File: src/rtl/charlcd_pkg.sv
package charlcd_pkg;
    localparam int COLS     = 20;
    localparam int ROWS     = 4;
    localparam int CELLS    = COLS * ROWS;
    localparam int POS_W    = $clog2(CELLS);
    localparam int ADDR_W   = 7;
    localparam int NIB_W    = 4;
    localparam int CHAR_W   = 2 * NIB_W;
    localparam int ODD_ROW_OFS = 64;

    localparam logic [CHAR_W-1:0] SPACE_CHAR = 8'h20;
    localparam logic [CHAR_W-1:0] CMD_WIPE   = 8'h01;
    localparam logic [CHAR_W-1:0] CMD_HOME   = 8'h02;

    typedef struct packed {
        logic              vld;
        logic              rs;
        logic [CHAR_W-1:0] val;
    } lcd_byte_t;
endpackage

File: src/rtl/charlcd_sync.sv
module charlcd_sync
    import charlcd_pkg::*;
(
    input  logic             clk,
    input  logic             rst,
    input  logic             stb_i,
    input  logic             rs_i,
    input  logic [NIB_W-1:0] nib_i,
    output logic             fall_o,
    output logic             rs_o,
    output logic [NIB_W-1:0] nib_o
);
    localparam int BW = NIB_W + 2;

    typedef struct packed {
        logic [BW-1:0] s1;
        logic [BW-1:0] s2;
        logic          stb_prev;
    } sync_t;

    sync_t q, d;

    always_comb begin
        d          = q;
        d.s1       = {stb_i, rs_i, nib_i};
        d.s2       = q.s1;
        d.stb_prev = q.s2[BW-1];
    end

    always_ff @(posedge clk) begin
        if (rst) q <= '0;
        else     q <= d;
    end

    assign fall_o = q.stb_prev & ~q.s2[BW-1];
    assign rs_o   = q.s2[BW-2];
    assign nib_o  = q.s2[NIB_W-1:0];
endmodule

File: src/rtl/charlcd_nibpair.sv
module charlcd_nibpair
    import charlcd_pkg::*;
(
    input  logic             clk,
    input  logic             rst,
    input  logic             fall_i,
    input  logic             rs_i,
    input  logic [NIB_W-1:0] nib_i,
    output lcd_byte_t        byte_o
);
    typedef struct packed {
        logic             lo_phase;
        logic [NIB_W-1:0] upper;
        lcd_byte_t        out;
    } pair_t;

    pair_t q, d;

    always_comb begin
        d         = q;
        d.out.vld = 1'b0;
        if (fall_i) begin
            if (!q.lo_phase) begin
                d.upper    = nib_i;
                d.lo_phase = 1'b1;
            end else begin
                d.out.vld  = 1'b1;
                d.out.rs   = rs_i;
                d.out.val  = {q.upper, nib_i};
                d.lo_phase = 1'b0;
            end
        end
    end

    always_ff @(posedge clk) begin
        if (rst) q <= '0;
        else     q <= d;
    end

    assign byte_o = q.out;
endmodule

File: src/rtl/charlcd_addrmap.sv
module charlcd_addrmap
    import charlcd_pkg::*;
(
    input  logic [ADDR_W-1:0] addr_i,
    output logic              hit_o,
    output logic [POS_W-1:0]  pos_o
);
    logic [ROWS-1:0]  row_hit;
    logic [POS_W-1:0] row_pos [ROWS];

    for (genvar r = 0; r < ROWS; r++) begin : g_row
        localparam int BASE = (r % 2) * ODD_ROW_OFS + (r / 2) * COLS;
        assign row_hit[r] = ({1'b0, addr_i} >= 8'(BASE)) &&
                            ({1'b0, addr_i} <  8'(BASE + COLS));
        assign row_pos[r] = POS_W'(addr_i) - POS_W'(BASE) + POS_W'(r * COLS);
    end

    always_comb begin
        hit_o = 1'b0;
        pos_o = '0;
        for (int r = 0; r < ROWS; r++) begin
            if (row_hit[r]) begin
                hit_o = 1'b1;
                pos_o = row_pos[r];
            end
        end
    end
endmodule

File: src/rtl/charlcd_screen.sv
module charlcd_screen
    import charlcd_pkg::*;
(
    input  logic              clk,
    input  logic              rst,
    input  logic              wipe_i,
    input  logic              we_i,
    input  logic [POS_W-1:0]  wpos_i,
    input  logic [CHAR_W-1:0] wchar_i,
    input  logic [POS_W-1:0]  rpos_i,
    output logic [CHAR_W-1:0] rchar_o
);
    logic [CHAR_W-1:0] cell_q [CELLS];
    logic [CHAR_W-1:0] cell_d [CELLS];

    always_comb begin
        for (int i = 0; i < CELLS; i++) begin
            if (wipe_i)                               cell_d[i] = SPACE_CHAR;
            else if (we_i && (32'(wpos_i) == i))      cell_d[i] = wchar_i;
            else                                      cell_d[i] = cell_q[i];
        end
    end

    always_ff @(posedge clk) begin
        for (int i = 0; i < CELLS; i++) begin
            if (rst) cell_q[i] <= SPACE_CHAR;
            else     cell_q[i] <= cell_d[i];
        end
    end

    always_comb begin
        rchar_o = SPACE_CHAR;
        for (int i = 0; i < CELLS; i++) begin
            if (32'(rpos_i) == i) rchar_o = cell_q[i];
        end
    end
endmodule

File: src/rtl/charlcd_snoop.sv
module charlcd_snoop
    import charlcd_pkg::*;
(
    input  logic              clk,
    input  logic              rst,
    input  logic              lcd_rs_i,
    input  logic              lcd_stb_i,
    input  logic [NIB_W-1:0]  lcd_nib_i,
    input  logic [POS_W-1:0]  rd_pos_i,
    output logic [CHAR_W-1:0] rd_char_o,
    output logic              wr_valid_o,
    output logic [POS_W-1:0]  wr_pos_o,
    output logic [CHAR_W-1:0] wr_char_o
);
    logic             strobe_fall;
    logic             sync_rs;
    logic [NIB_W-1:0] sync_nib;
    lcd_byte_t        rx_byte;
    logic             map_hit;
    logic [POS_W-1:0] map_pos;
    logic             wipe;
    logic             store_we;

    typedef struct packed {
        logic [ADDR_W-1:0] cursor;
        logic              wv;
        logic [POS_W-1:0]  wpos;
        logic [CHAR_W-1:0] wchar;
    } ctl_t;

    ctl_t q, d;

    charlcd_sync u_sync (
        .clk    (clk),
        .rst    (rst),
        .stb_i  (lcd_stb_i),
        .rs_i   (lcd_rs_i),
        .nib_i  (lcd_nib_i),
        .fall_o (strobe_fall),
        .rs_o   (sync_rs),
        .nib_o  (sync_nib)
    );

    charlcd_nibpair u_pair (
        .clk    (clk),
        .rst    (rst),
        .fall_i (strobe_fall),
        .rs_i   (sync_rs),
        .nib_i  (sync_nib),
        .byte_o (rx_byte)
    );

    charlcd_addrmap u_map (
        .addr_i (q.cursor),
        .hit_o  (map_hit),
        .pos_o  (map_pos)
    );

    always_comb begin
        d        = q;
        d.wv     = 1'b0;
        wipe     = 1'b0;
        store_we = 1'b0;
        if (rx_byte.vld) begin
            if (rx_byte.rs) begin
                if (map_hit) begin
                    store_we = 1'b1;
                    d.wv     = 1'b1;
                    d.wpos   = map_pos;
                    d.wchar  = rx_byte.val;
                end
                d.cursor = q.cursor + 1'b1;
            end else if (rx_byte.val[CHAR_W-1]) begin
                d.cursor = rx_byte.val[ADDR_W-1:0];
            end else if (rx_byte.val == CMD_WIPE) begin
                wipe     = 1'b1;
                d.cursor = '0;
            end else if (rx_byte.val == CMD_HOME) begin
                d.cursor = '0;
            end
        end
    end

    always_ff @(posedge clk) begin
        if (rst) q <= '0;
        else     q <= d;
    end

    charlcd_screen u_screen (
        .clk     (clk),
        .rst     (rst),
        .wipe_i  (wipe),
        .we_i    (store_we),
        .wpos_i  (map_pos),
        .wchar_i (rx_byte.val),
        .rpos_i  (rd_pos_i),
        .rchar_o (rd_char_o)
    );

    assign wr_valid_o = q.wv;
    assign wr_pos_o   = q.wpos;
    assign wr_char_o  = q.wchar;
endmodule

File: config.mk
export PLATFORM = sky130hd
export DESIGN_NAME = charlcd_snoop
export DESIGN_NICKNAME = d
export VERILOG_FILES = /design/src/rtl/charlcd_pkg.sv /design/src/rtl/charlcd_sync.sv /design/src/rtl/charlcd_nibpair.sv /design/src/rtl/charlcd_addrmap.sv /design/src/rtl/charlcd_screen.sv /design/src/rtl/charlcd_snoop.sv
export SDC_FILE = /design/constraint.sdc
export NUM_CORES = 2
export LEC_CHECK = 0
export BUFFER_PORTS_ARGS = -buffer_cell sky130_fd_sc_hd__buf_2
export CORE_ASPECT_RATIO = 0.6
export CORE_MARGIN = 4
export CORE_UTILIZATION = 35
export DETAILED_ROUTE_END_ITERATION = 12
export GPL_ROUTABILITY_DRIVEN = 1
export GPL_TIMING_DRIVEN = 0
export PLACE_DENSITY_LB_ADDON = 0.1
export SYNTH_ARGS = -nofsm -noshare
export SYNTH_HDL_FRONTEND = slang
export SYNTH_HIERARCHICAL = 1
export SYNTH_SLANG_ARGS = --single-unit
File: constraint.sdc
create_clock -name clk -period 5.31 [get_ports clk]
set_clock_uncertainty 0.15 [all_clocks]
set_input_delay 0.531 -clock clk [delete_from_list [all_inputs] [get_ports clk]]
set_output_delay 0.531 -clock clk [all_outputs]
set_load 0.05 [all_outputs]
== After elaboration in Yosys (flattened, before gate mapping) ==
Memory sizes are Yosys's and may differ from the RTL's.
Index checks and enable logic that the tools add are counted.

* Memories: 1
* Register bits after elaboration: 51
* Memory bits (writable): 640
* Output and inout bits: 24
* Bits of input ports: 15
* Logic and storage cells: 710

* Bitwise operators: 86
* Equal/unequal tests: 160
* Muxes and demuxes: 345
* Reduce and logical (&&, ||, !) cells: 92
* $add $sub $neg: 7
* Order comparisons: 7

{| class="wikitable"
|+ Memory list
! memory !! depth !! bits a word !! read ports !! clocked after Yosys merged registers in !! write ports !! line !! text
|-
| u_screen.cell_q || 80 || 8 || 80 || 0 || 80 || charlcd_screen.sv:13 || <nowiki>logic [CHAR_W-1:0] cell_q [CELLS];</nowiki>
|}

{| class="wikitable"
|+ Operator list
! operator !! count
|-
| $mux W8 || 320
|-
| $eq A7 B6 Y1 const B || 64
|-
| $eq A7 B5 Y1 const B || 32
|-
| $eq A7 B7 Y1 const B || 32
|-
| $eq A7 B4 Y1 const B || 16
|-
| $logic_and A1 B1 Y1 || 83
|-
| $or A1 B1 Y1 || 80
|-
| $eq A7 B3 Y1 const B || 8
|-
| $mux W7 || 8
|-
| $eq A7 B2 Y1 const B || 4
|-
| $mux W16 || 1
|-
| $mux W1 || 15
|-
| $add A7 B6 Y7 const B || 2
|-
| $eq A7 B1 Y1 const B || 2
|-
| $ge A7 B7 Y1 const B || 2
|-
| $logic_not A7 Y1 || 2
|-
| $lt A7 B7 Y1 const B || 2
|-
| $sub A7 B7 Y7 const B || 2
|-
| $mux W10 || 1
|-
| $eq A8 B1 Y1 const B || 1
|-
| $eq A8 B2 Y1 const B || 1
|-
| $add A7 B1 Y7 const B || 1
|-
| $add A7 B5 Y7 const B || 1
|-
| $ge A7 B5 Y1 const B || 1
|-
| other kinds (10) || 16
|}

== Longest topological paths before layout ==
* Word-level depth: 81
* Mapped depth: 15
* Mapped depth without buffers: 13

== Cells and area by module ==
The synthesis kept the hierarchy.

{| class="wikitable"
|+ Modules (own cells, without submodules)
! module !! seq. area each (µm²) !! cells an instance !! area an instance (µm²) !! instances
|-
| charlcd_screen || 12812.3 || 3745 || 31174.9 || 1
|-
| charlcd_snoop || 460.4 || 150 || 1169.9 || 1
|-
| charlcd_nibpair || 300.3 || 65 || 678.2 || 1
|-
| charlcd_sync || 260.2 || 32 || 431.7 || 1
|-
| charlcd_addrmap || 0.0 || 44 || 341.6 || 1
|}

== Worst setup path before layout ==
OpenSTA, ideal clock, no wires.

* Kind: reg-to-reg
* Start point: reg q[19] (netlist name)
* End point: mem u_screen/cell_q[4][109] (netlist name)
* Stages on the path, launching flop included: 15
* Required time: 5.031 ns
* Period minus slack after synthesis: 3.668 ns
* Library setup time: 0.129 ns
* Path buffers: 3
* Arrival: 3.388 ns
* Path slack: 1.642 ns
* Path through: dfxtp_1 -> inv_1 -> ha_1 -> a211o_1 -> or2_1 -> buf_6 -> o221ai_1 -> o31a_1 -> buf_2 -> and2_1 -> clkbuf_1 -> nand2_1 -> nor2_1 -> mux2i_1 -> nand2_1

{| class="wikitable"
|+ RTL lines
! what !! line !! text
|-
| start: declaration || charlcd_snoop.sv:31 || <nowiki>ctl_t q, d;</nowiki>
|-
| start signal: assignment || charlcd_snoop.sv:85 || <nowiki>if (rst) q <= '0;</nowiki>
|-
| start signal: assignment || charlcd_snoop.sv:86 || <nowiki>else q <= d;</nowiki>
|-
| end: declaration || charlcd_screen.sv:13 ||
|}

== Worst setup path after layout ==
* Start point: in rd_pos_i[0]
* End point: out rd_char_o[0]

* Cells in the longest elaborated chain, start to end: 81
* Elaborated cells between the ends (all ways): 160
* Classes of those cells: eq/ne: 79; mux: 80; reduce/logical: 1

{| class="wikitable"
|+ Ends and longest elaborated chain
! what !! line !! text
|-
| start: declaration || charlcd_snoop.sv:9 || <nowiki>input logic [POS_W-1:0] rd_pos_i,</nowiki>
|-
| $logic_not A7 Y1 || charlcd_screen.sv:34 || <nowiki>if (32'(rpos_i) == i) rchar_o = cell_q[i];</nowiki>
|-
| $mux W8 (79 in series) || charlcd_screen.sv:34 ||
|-
| $mux W8 * || charlcd_screen.sv:34 ||
|-
| end: declaration || charlcd_snoop.sv:10 || <nowiki>output logic [CHAR_W-1:0] rd_char_o,</nowiki>
|}

Mark *: on every way between the ends. The rest lies on a longest branch, timed or not.

==> impl_metrics.env <==
export IMPL_combPwrFrac=0.093
export IMPL_cts_tree="done"
export IMPL_syn_mean_instance_area_um2=8.37
export IMPL_final_hold_viol_count=0
export IMPL_instances_no_fill=5551
export IMPL_hold_path_class="primary input to register"
export IMPL_gr_usage_met3=0.207
export IMPL_cp_data_required_time_ns=4.63
export IMPL_reg2regPathDepth=13
export IMPL_synth_ff_type="dfxtp_1"
export IMPL_violations="max-capacitance violations, max-slew violations, negative setup slack"
export IMPL_cp_startpoint="rd_pos_i[0]"
export IMPL_pwr_share_clk=0.470
export IMPL_ys_seq_elements=691
export IMPL_nets=4184
export IMPL_rsz0062_at_grt="no"
export IMPL_cts_root_buf="clkbuf_16"
export IMPL_maxSlewViolCount=106
export IMPL_core_um2=94800
export IMPL_status="finished, violations left"
export IMPL_totalWireLength_um=229000
export IMPL_synthArstFlopShare=0
export IMPL_ys_seq_area_frac=0.409
export IMPL_yosys_warnings=6
export IMPL_dp_cells=5366
export IMPL_die_height_um=249
export IMPL_ant_nets=0
export IMPL_syn_to_final_growth_pct=14.4
export IMPL_synth_area_leaders="dfxtp_1, mux2i_1, nor2_1"
export IMPL_p_per_area_nw_per_um2=307
export IMPL_cts_buffer_depth=3
export IMPL_port_buffers=34
export IMPL_swShare=0.280
export IMPL_min_period_ns=5.78
export IMPL_switchingPower_w=0.00332
export IMPL_ios=39
export IMPL_p_int_w=0.00853
export IMPL_p_seq_frac=0.438
export IMPL_initial_utilization=0.356
export IMPL_cp_cell_sequence="buf_2 -> buf_4 -> buf_6 -> buf_6 -> nand4b_2 -> buf_4 -> o22ai_1 -> o21ai_0 -> o2111ai_1 -> o211ai_1 -> o2111ai_1 -> a21oi_1 -> buf_2"
export IMPL_setup_ws_ns=-0.471
export IMPL_clock_fmax_mhz=173
export IMPL_cp_arrival_ns=5.10
export IMPL_rows=87
export IMPL_slew_headroom=-0.117
export IMPL_p_leak_nw=13.7
export IMPL_report_final_setup_viol=8
export IMPL_grt_pass1_vias=32400
export IMPL_ir_drop_v=0.000219
export IMPL_grt_busiest_layer="met1"
export IMPL_synth_edf_count=0
export IMPL_met2_usage=0.511
export IMPL_antenna_found_initial=26
export IMPL_tightestPinTransition_ns=1.68
export IMPL_clk_pin_slew_worst_paths_ns=0.06
export IMPL_synth_cell_types=112
export IMPL_overflow=0
export IMPL_slowest_stage="nand4b_2"
export IMPL_startpoint_type="primary input"
export IMPL_cts_sinks=691
export IMPL_place_congestion=1.07
export IMPL_drc=0
export IMPL_critPathKind="primary input to output port"
export IMPL_h_tree_depth=3
export IMPL_drt_initial_drc_count=6883
export IMPL_grt_util_met1=0.631
export IMPL_clkLatencyLatePin_ns=0.68
export IMPL_endpoint="rd_char_o[0]"
export IMPL_grt_usage=0.430
export IMPL_rr_endpoint="u_screen/cell_q[3][46]"
export IMPL_maxCapViolCount=13
export IMPL_via_per_inst=6.66
export IMPL_endpoint_kind="output port"
export IMPL_syn_num_nets=4059
export IMPL_dp_hpwl_um=170000
export IMPL_r2r_start="q[19]"
export IMPL_drive_gt1_frac=0.112
export IMPL_die_w_um=409
export IMPL_grt_max_degree=23
export IMPL_power_w=0.0119
export IMPL_grt_pass1_wl_um=299000
export IMPL_final_cell_mix="dfxtp_1, nor2_1, mux2i_1, nand2_1, a21oi_1"
export IMPL_yosysTopAreaCellShare=0.409
export IMPL_synth_cell_area_um2=33800
export IMPL_finalCritPeriodShare=1.09
export IMPL_critical_path_max_stage_delay_ns=0.88
export IMPL_final_common_cell="dfxtp_1"
export IMPL_tns_ns=-1.96
export IMPL_wl_per_cell_um=41.3
export IMPL_yosys_area_top_type="dfxtp_1"
export IMPL_syn_inst=4036
export IMPL_drtPass1Iterations=9
export IMPL_num_vias=37000
export IMPL_crit_fanout=11
export IMPL_numCtsBuffers=73
export IMPL_ff2ff_setup_slack_ns=0.29
export IMPL_dieArea_um2=102000
[synth_stat cells, drive strengths merged (10+ instances only)]
| library cell | instances |
|---|---|
| a2111oi | 10 |
| a211oi | 22 |
| a21o | 17 |
| a21oi | 360 |
| a221oi | 32 |
| a222oi | 10 |
| a22o | 14 |
| a22oi | 42 |
| a31oi | 22 |
| and2 | 12 |
| buf | 167 |
| clkbuf | 222 |
| dfxtp | 691 |
| inv | 18 |
| mux2 | 26 |
| mux2i | 488 |
| nand2 | 472 |
| nand2b | 36 |
| nand3 | 252 |
| nor2 | 550 |
| nor2b | 22 |
| nor3 | 24 |
| o2111ai | 10 |
| o211ai | 21 |
| o21ai | 181 |
| o221ai | 32 |
| o22ai | 75 |
| o32ai | 10 |
[metrics by stage]
step	area [µm²]	hold WS (ns)	utilization	setup WS, ns
after detailed placement	35700	0.273	0.376	-1.33
after global routing	38500	0.258	0.407	0.00667
after global placement	35600	0.274	0.375	-1.38
after CTS	38400	0.227	0.405	0.00164
final	38700	0.262	0.408	-0.471
after floorplan	33800	0.265	-	1.64
[worst min-delay path by stage]
stage / startpoint / to / slack (ns) / depth (start not counted)
5_1_grt: rst / u_sync/q[0] / 0.26 / 2
2_1_floorplan: u_sync/d[1] / u_sync/nib_o[0] / 0.26 / 1
3_5_place_dp: u_sync/d[5] / u_sync/rs_o / 0.27 / 1
3_3_place_gp: u_sync/d[2] / u_sync/nib_o[1] / 0.27 / 1
4_1_cts: rst / u_sync/d[0] / 0.23 / 2
6_report: rst / u_sync/d[0] / 0.26 / 2
[registers in the layout (all words and copies together) (netlist names)]
register,count
u_screen/cell_q,640
u_pair/byte_o,10
wr_char_o,8
q,7
u_sync/d,7
wr_pos_o,7
u_pair/q,5
u_sync/nib_o,4
u_sync/q,1
u_sync/rs_o,1
wr_valid_o,1
[critical path: cells and delay by family]
kind / cells / cell delay [ns]
simple gates: 1 / 0.88
compound gates: 6 / 1.99
buf+inv: 6 / 1.63
[layer usage]
layer  vias up  part of all wire
li1      14600                 -
met1     18400              0.44
met2      3363              0.34
met3       617              0.16
met4        12             0.053
met5         -            0.0019
[what timing repair did]
item | in CTS | in global routing
endpoints found under the setup margin | 26 | 36
setup buffers | 3 | 0
hold endpoints to repair | 6 | 0
gates resized for setup | 50 | 31
hold buffers | 6 | 0
pin swaps | 2 | 2
[final cells by class]
type	instances	area, µm²
Fill cell	9877	56200
Multi-Input combinational cell	2937	18100
Sequential cell	691	13800
Clock buffer	105	2150
Buffer	386	2000
Tap cell	1290	1610
Timing Repair Buffer	53	397
Clock inverter	27	353
Antenna cell	43	108
Inverter	19	71.3
[cells by family (layout without fill, tap and decap cells)]
kind of cell | count (synthesis) | count (layout) | synth area share
adder cells (fa/ha/maj) | 8 | 8 | 0.00296
flip-flops | 691 | 691 | 0.409
AO/OA/AOI/OAI | 944 | 944 | 0.177
other | 0 | 43 | 0
AND/OR/NAND/NOR | 1468 | 1468 | 0.198
buffers and inverters | 408 | 590 | 0.0589
multiplexers | 514 | 514 | 0.153
XOR/XNOR | 3 | 3 | 0.00133
[power by group through the flow]
stage          sequential [W]  combinational (W)  clock, W
2_1_floorplan         0.00530           0.000446         0
3_3_place_gp          0.00530           0.000973         0
3_5_place_dp          0.00530           0.000971         0
4_1_cts               0.00519           0.000986   0.00560
5_1_grt               0.00518            0.00104   0.00580
6_report              0.00519            0.00110   0.00557
Note: power is estimated with default switching activity, not from simulation.
